`src/rtl/wpc_pkg.sv`:
```
package wpc_pkg;

    // Bit positions in the visible protection register
    localparam int PR_FRZ_BIT = 7;
    localparam int PR_LK_HI   = 4;
    localparam int PR_LK_LO   = 3;
    localparam int PR_WEL_BIT = 1;

    typedef struct packed {
        logic       frz_en;   // hardware-freeze enable
        logic [1:0] lk_code;  // region-lock code
        logic       wel;      // write-enable latch
    } prot_t;

    function automatic logic [7:0] prot_to_byte(prot_t p);
        logic [7:0] b;
        b = '0;
        b[PR_FRZ_BIT]          = p.frz_en;
        b[PR_LK_HI:PR_LK_LO]   = p.lk_code;
        b[PR_WEL_BIT]          = p.wel;
        return b;
    endfunction

    function automatic prot_t byte_to_prot(logic [7:0] b);
        prot_t p;
        p.frz_en  = b[PR_FRZ_BIT];
        p.lk_code = b[PR_LK_HI:PR_LK_LO];
        p.wel     = b[PR_WEL_BIT];
        return p;
    endfunction

endpackage

```
`src/rtl/wpc_lock_map.sv`:
```
module wpc_lock_map #(
    parameter int REGIONS = 4,
    localparam int RIDX_W = $clog2(REGIONS)
) (
    input  logic [RIDX_W-1:0] region_idx,
    input  logic [1:0]        lk_code,
    output logic              locked
);
    logic [REGIONS-1:0] region_locked;

    // Lock code 01 covers the top region, 10 the upper half, 11 all regions
    for (genvar g = 0; g < REGIONS; g++) begin : g_region
        always_comb begin
            unique case (lk_code)
                2'b00: region_locked[g] = 1'b0;
                2'b01: region_locked[g] = (g >= REGIONS - 1);
                2'b10: region_locked[g] = (g >= REGIONS / 2);
                default: region_locked[g] = 1'b1;
            endcase
        end
    end

    assign locked = region_locked[region_idx];
endmodule

```
`src/rtl/wpc_reg_next.sv`:
```
module wpc_reg_next
    import wpc_pkg::*;
(
    input  prot_t      cur,
    input  logic       do_write,
    input  logic [7:0] data,
    input  logic       frozen,
    output prot_t      nxt
);
    logic unused_data;
    assign unused_data = ^{data[6:5], data[2], data[0]};

    always_comb begin
        nxt = cur;
        if (do_write) begin
            if (!data[PR_WEL_BIT]) begin
                nxt.wel = 1'b0;                 // clear latch only
            end else if (!cur.wel) begin
                nxt.wel = 1'b1;                 // enabling step
            end else if (!frozen) begin
                nxt.frz_en  = data[PR_FRZ_BIT]; // loading step
                nxt.lk_code = data[PR_LK_HI:PR_LK_LO];
            end
        end
    end
endmodule

```
`src/rtl/wp_block_guard.sv`:
```
module wp_block_guard
    import wpc_pkg::*;
#(
    parameter int              AW        = 16,
    parameter int              ARRAY_AW  = 12,
    parameter int              REGIONS   = 4,
    parameter logic [AW-1:0]   REG_ADDR  = 16'hFFFF,
    parameter logic [7:0]      RESET_VAL = 8'h00
) (
    input  logic          clk,
    input  logic          rst_n,
    input  logic [AW-1:0] req_addr,
    input  logic          wr_stb,
    input  logic [7:0]    wr_data,
    input  logic          wp_pin,
    output logic          permit,
    output logic [7:0]    prot_reg
);
    localparam int    RIDX_W     = $clog2(REGIONS);
    localparam prot_t RESET_PROT = byte_to_prot(RESET_VAL);

    typedef struct packed {
        prot_t prot;
    } guard_state_t;

    guard_state_t st_d, st_q;
    prot_t        prot_nxt;
    logic         in_array, reg_hit, frozen, region_lock;

    assign in_array = (req_addr[AW-1:ARRAY_AW] == '0);
    assign reg_hit  = (req_addr == REG_ADDR);
    assign frozen   = wp_pin & st_q.prot.frz_en;

    wpc_lock_map #(.REGIONS(REGIONS)) i_lock_map (
        .region_idx (req_addr[ARRAY_AW-1 -: RIDX_W]),
        .lk_code    (st_q.prot.lk_code),
        .locked     (region_lock)
    );

    wpc_reg_next i_reg_next (
        .cur      (st_q.prot),
        .do_write (wr_stb & reg_hit),
        .data     (wr_data),
        .frozen   (frozen),
        .nxt      (prot_nxt)
    );

    always_comb begin
        st_d.prot = prot_nxt;
    end

    always_ff @(posedge clk) begin
        if (!rst_n) st_q.prot <= RESET_PROT;
        else        st_q      <= st_d;
    end

    assign permit   = wr_stb & in_array & st_q.prot.wel & ~region_lock;
    assign prot_reg = prot_to_byte(st_q.prot);
endmodule

```
`config.mk`:
```
export PLATFORM = sky130hd
export DESIGN_NAME = wp_block_guard
export DESIGN_NICKNAME = d
export VERILOG_FILES = /design/src/rtl/wpc_pkg.sv /design/src/rtl/wpc_lock_map.sv /design/src/rtl/wpc_reg_next.sv /design/src/rtl/wp_block_guard.sv
export SDC_FILE = /design/constraint.sdc
export NUM_CORES = 1
export LEC_CHECK = 0
export ABC_AREA = 1
export ABC_CLOCK_PERIOD_IN_PS = 1700
export BUFFER_PORTS_ARGS = -buffer_cell sky130_fd_sc_hd__buf_2
export CAP_MARGIN = 20
export CORE_AREA = 2 2 39 41
export DETAILED_ROUTE_END_ITERATION = 7
export DIE_AREA = 0 0 41 43
export MAX_ROUTING_LAYER = met4
export PLACE_DENSITY_LB_ADDON = 0.25
export SKIP_CTS_REPAIR_TIMING = 1
export SLEW_MARGIN = 20
export SYNTH_ARGS = -nofsm -noshare
export SYNTH_HDL_FRONTEND = slang
export SYNTH_SLANG_ARGS = --single-unit
```
`constraint.sdc`:
```
create_clock -name clk -period 1.7 [get_ports clk]
set_input_delay 0.255 -clock clk [delete_from_list [all_inputs] [get_ports clk]]
set_output_delay 0.255 -clock clk [all_outputs]
set_load 0.02 [all_outputs]
```
### Word-level counts from Yosys, hierarchy flattened

Cells that the tools add are included.

| cells by class | value |
|---|---|
| bitwise gates (word level) | 7 |
| multiplexer cells | 6 |
| reduce and logical (&&, ||, !) cells | 5 |
| $lt $le $gt $ge | 1 |
| equal/unequal tests | 3 |

Operator list:

| cell | count |
|---|---|
| equality test 16 bit (second input constant) | 1 |
| bitwise AND 1 bit | 5 |
| 2-to-1 mux 1 bit | 5 |
| zero test 4 bit | 1 |
| AND reduction 4 bit | 1 |
| less-than comparator 2 x 3 -> 1 bit (second input constant) | 1 |
| OR reduction 3 bit | 1 |
| binary-select mux 1 bit (select 2 bit) | 1 |
| equality test 2 x 1 -> 1 bit (second input constant) | 1 |
| equality test 2 bit (second input constant) | 1 |
| zero test 2 bit | 1 |
| inverter 1 bit | 2 |
| OR reduction 2 bit | 1 |

| word-level totals | value |
|---|---|
| output and inout port bits | 9 |
| register bits after elaboration | 4 |
| bits of input ports | 28 |
| word-level logic and storage cells | 25 |

### Longest topological paths before layout

| logic depth | value |
|---|---|
| depth after elaboration | 7 |
| gate-level depth with buffers | 8 |
| depth with buffers taken out | 8 |

### By module

From an unflattened synthesis, not the netlist that was laid out.

| second synthesis, totals | value |
|---|---|
| cell total of the unflattened synthesis | 56 |
| area total of the unflattened synthesis | 312.8 um^2 |

Modules (own cells, without submodules):

| module | cells an instance | area each (um^2) | times used | sequential area each (um^2) |
|---|---|---|---|---|
| wp_block_guard | 38 | 227.7 | 1 | 80.1 |
| wpc_reg_next | 15 | 71.3 | 1 | 0.0 |
| wpc_lock_map | 3 | 13.8 | 1 | 0.0 |

### Worst setup path after synthesis

Ideal clock, no wire load.

| timing path | value |
|---|---|
| kind | register to output |
| start point | register st_q (netlist bit prot_reg[3]) |
| end point | output permit |
| arrival time | 0.908 ns |
| path buffers | 0 |
| stages on the path, launching flop included | 4 |
| required time | 1.445 ns |
| setup slack | 0.537 ns |
| cells stage by stage | dfxtp_1 -> o21ai_0 -> o21ai_0 -> nor2_1 |

| between the ends | value |
|---|---|
| cells in the longest elaborated chain, start to end | 7 |
| elaborated cells between the ends (all ways) | 12 |
| those cells by class | eq/ne: 2; mux: 5; bitwise: 2; reduce/logical: 3 |

RTL lines:

| item | RTL line | RTL |
|---|---|---|
| start: declaration | wp_block_guard.sv:26 | `guard_state_t st_d, st_q;` |
| start signal: assignment | wp_block_guard.sv:54 | `else st_q <= st_d;` |
| equality test 2 bit, or another cell as far along | wpc_lock_map.sv:14 | `unique case (lk_code)` |
| OR reduction 3 bit (no line) / OR reduction 2 bit (equally long branches) | -- |  |
| 2-to-1 mux 1 bit | wpc_lock_map.sv:14 |  |
| binary-select mux 1 bit (select 2 bit) (*) | wpc_lock_map.sv:23 | `assign locked = region_locked[region_idx];` |
| 2-to-1 mux 1 bit (implied by the code) (*) | wpc_lock_map.sv:23 |  |
| inverter 1 bit (*) | wp_block_guard.sv:57 | `assign permit = wr_stb & in_array & st_q.prot.wel & ~region_lock;` |
| bitwise AND 1 bit (*) | wp_block_guard.sv:57 |  |
| end: declaration | wp_block_guard.sv:16 | `output logic permit,` |

Every way passes the cells marked *; elsewhere a longest branch is shown, timed or not. The select of a mux whose other input is x is not followed.

### Worst setup path in the final report

Same ends and word-level chain as after synthesis.

==> qor.csv <==
metric;value;unit
design area;525.5;um2
Inserted Clock Buffers;3;
CP max stage cell;dfxtp_1;
Synth Instances;62;
GRT Max-Usage Layer;met2;
sequential-to-total area share from yosys stat;0.2215;
DR WL/cell;7.389;um
final period utilization;0.7605;
Comb pwr share;0.194;
Setup CP Type;reg -> out;
maxcap violations;0;
Area after DPL;503.0;um2
Placer Congestion;0.7564;
GRT met1 Usage;0.1286;
Yosys cell types;14;
# setup viols final;0;
initial antenna violation count;0;
Clock power frac;0.446;
Die W;41;um
Worst Setup Start Kind;register;
area delta synth->final;45.33;%
CORE AREA;1384;um2
# diodes;0;
Fin. Hold Viols;0;
IO buf count;28;
Psw;0.06486;mW
# IOs;37;
WP data required;1.44;ns
Final min period;1.293;ns
Post-Syn Area;361.6;um2
FP Rows;14;
Bufs on Longest Clock Path;2;
fill count;172;
P_leak;0.3140;nW
TritonRoute pass-1 iters;4;
slowest stage delay, CP;0.31;ns
first-pass GRT wire length;1.393;mm
worst clock skew;0.002202;ns
Post-DP HPWL;712.1;um
via count;435;
status;finished clean;
worst skew pair latency;0.23;ns
max-slew violation count;0;
CTS Root Cell;clkbuf_4;
VDD IR-drop max;0.0003112;V
drt total wl;798;um
met3 Usage GRT;0.04712;
RSZ-0062 raised after global routing;no;
clock-pin slew on the worst setup and hold paths;0.04;ns
die area;1763;um2
DR DRC count;0;
grt met2 use;0.1813;
Crit path top cell by count;o21ai_0;
remaining global-route overflow;0;
synth warn;0;
Min-Delay Path Class;in -> reg;
CP cell instances;o21ai_0 -> o21ai_0 -> nor2_1 -> buf_2;
Setup TNS;0;ns
Synth Area per Inst;5.832;um2
Initial Util;0.2613;
layout net count;122;
Int Power;0.1973;mW
Synth Register Bits;4;
Via density;4.028;
worst reg2reg setup slack;0.65;ns
CP Capture Type;primary output;
Chip Height;43;um
initial DRC count;2;
CP Max Fanout;3;
CTS sink cnt;4;
max reg flops;4;
vias in the first global route;386;
post-route ant nets;0;
Power Dens Cells;498.8;nW/um2
Max Clock Freq;773.5;MHz
Switching Share;0.2474;
largest net degree at the start of global routing;6;
CTS tree;built;
GRT Resource Usage Total;0.1163;
Reg power frac;0.360;
worst path arrival time;1.04;ns
share of cells above drive strength 1;0.4022;
H-Tree Depth;1;
-- through the flow --
stage          hold slack, ns  power [mW]  cells  utilization  setup slack [ns]
3_3_place_gp           0.5174      0.1466    105       0.3635            0.4066
6_report               0.2758      0.2621    108       0.3797            0.4072
4_1_cts                0.2739      0.2655    108       0.3797            0.3966
2_1_floorplan          0.3763      0.1237     65            -            0.5373
3_5_place_dp           0.5170      0.1472    105       0.3635            0.4128
5_1_grt                0.2678      0.2869    108       0.3797            0.3019
-- worst max-delay path: cells and delay by family (launching register included) --
family / cells / cell delay (ns)
AO/OA/AOI/OAI: 2 / 0.24
buffers and inverters: 1 / 0.16
flip-flops: 1 / 0.31
AND/OR/NAND/NOR: 1 / 0.10
-- path summary, 6_finish.rpt --
| check | from | end | depth (start not counted) |
|---|---|---|---|
| setup / recovery | prot_reg[3]$_SDFFE_PN0P_ | permit | 4 |
| hold / removal | rst_n | prot_reg[7]$_SDFFE_PN0P_ | 3 |
| setup reg to reg | prot_reg[1]$_SDFFE_PN0P_ | prot_reg[4]$_SDFFE_PN0P_ | 5 |
| hold reg to reg | prot_reg[4]$_SDFFE_PN0P_ | prot_reg[4]$_SDFFE_PN0P_ | 4 |
-- power groups by stage --
stage          Sequential [mW]  Combinational, mW  Clock [mW]
6_report                0.0943             0.0509       0.117
5_1_grt                 0.0942             0.0597       0.133
4_1_cts                 0.0943             0.0515       0.120
3_5_place_dp            0.0958             0.0513           0
3_3_place_gp            0.0958             0.0508           0
2_1_floorplan           0.0958             0.0279           0
-- cell type report --
cell class | instances | area [um2] | share of cell area
inverter | 14 | 52.55 | 0.1000
tap | 16 | 20.02 | 0.03810
multi-input combinational | 43 | 210.2 | 0.4000
clock buffer | 3 | 22.52 | 0.04286
timing repair buffer | 28 | 140.1 | 0.2667
sequential | 4 | 80.08 | 0.1524
-- cells by family after synthesis --
family | Yosys count | share of synthesized area
flops | 4 | 0.2215
compound gates | 5 | 0.09342
simple gates | 34 | 0.4464
buf+inv | 18 | 0.2284
other cells | 1 | 0.01037
-- synthesized netlist by cell type, drive strengths merged --
library cell   n  area share
nand4          4       0.087
buf            4       0.083
dfxtp          4        0.22
nand3          4       0.055
nand2         16        0.17
nor4           1       0.017
nor2           9        0.12
inv           14        0.15
conb           1       0.010
a21boi         2       0.052
o21ai          3       0.042
-- routing by layer --
metal  up-vias  wire (um)
met5         -          0
met4         0          0
met3         0         93
met2        23        349
met1       169        355
li1        243          -
-- placed cells by master (no fill, tap or decap) --
| cell | count |
|---|---|
| nor4_1 | 1 |
| nand3_1 | 4 |
| nand4_1 | 3 |
| nor2_1 | 5 |
| dfxtp_1 | 4 |
| a21boi_1 | 1 |
| nand2_1 | 16 |
| o21ai_0 | 3 |
| buf_2 | 28 |
| conb_1 | 4 |
| nor2_2 | 4 |
| clkbuf_4 | 3 |
| nand4_2 | 1 |
| a21boi_2 | 1 |
| inv_1 | 14 |
Note: power is estimated with default switching activity, not from simulation.
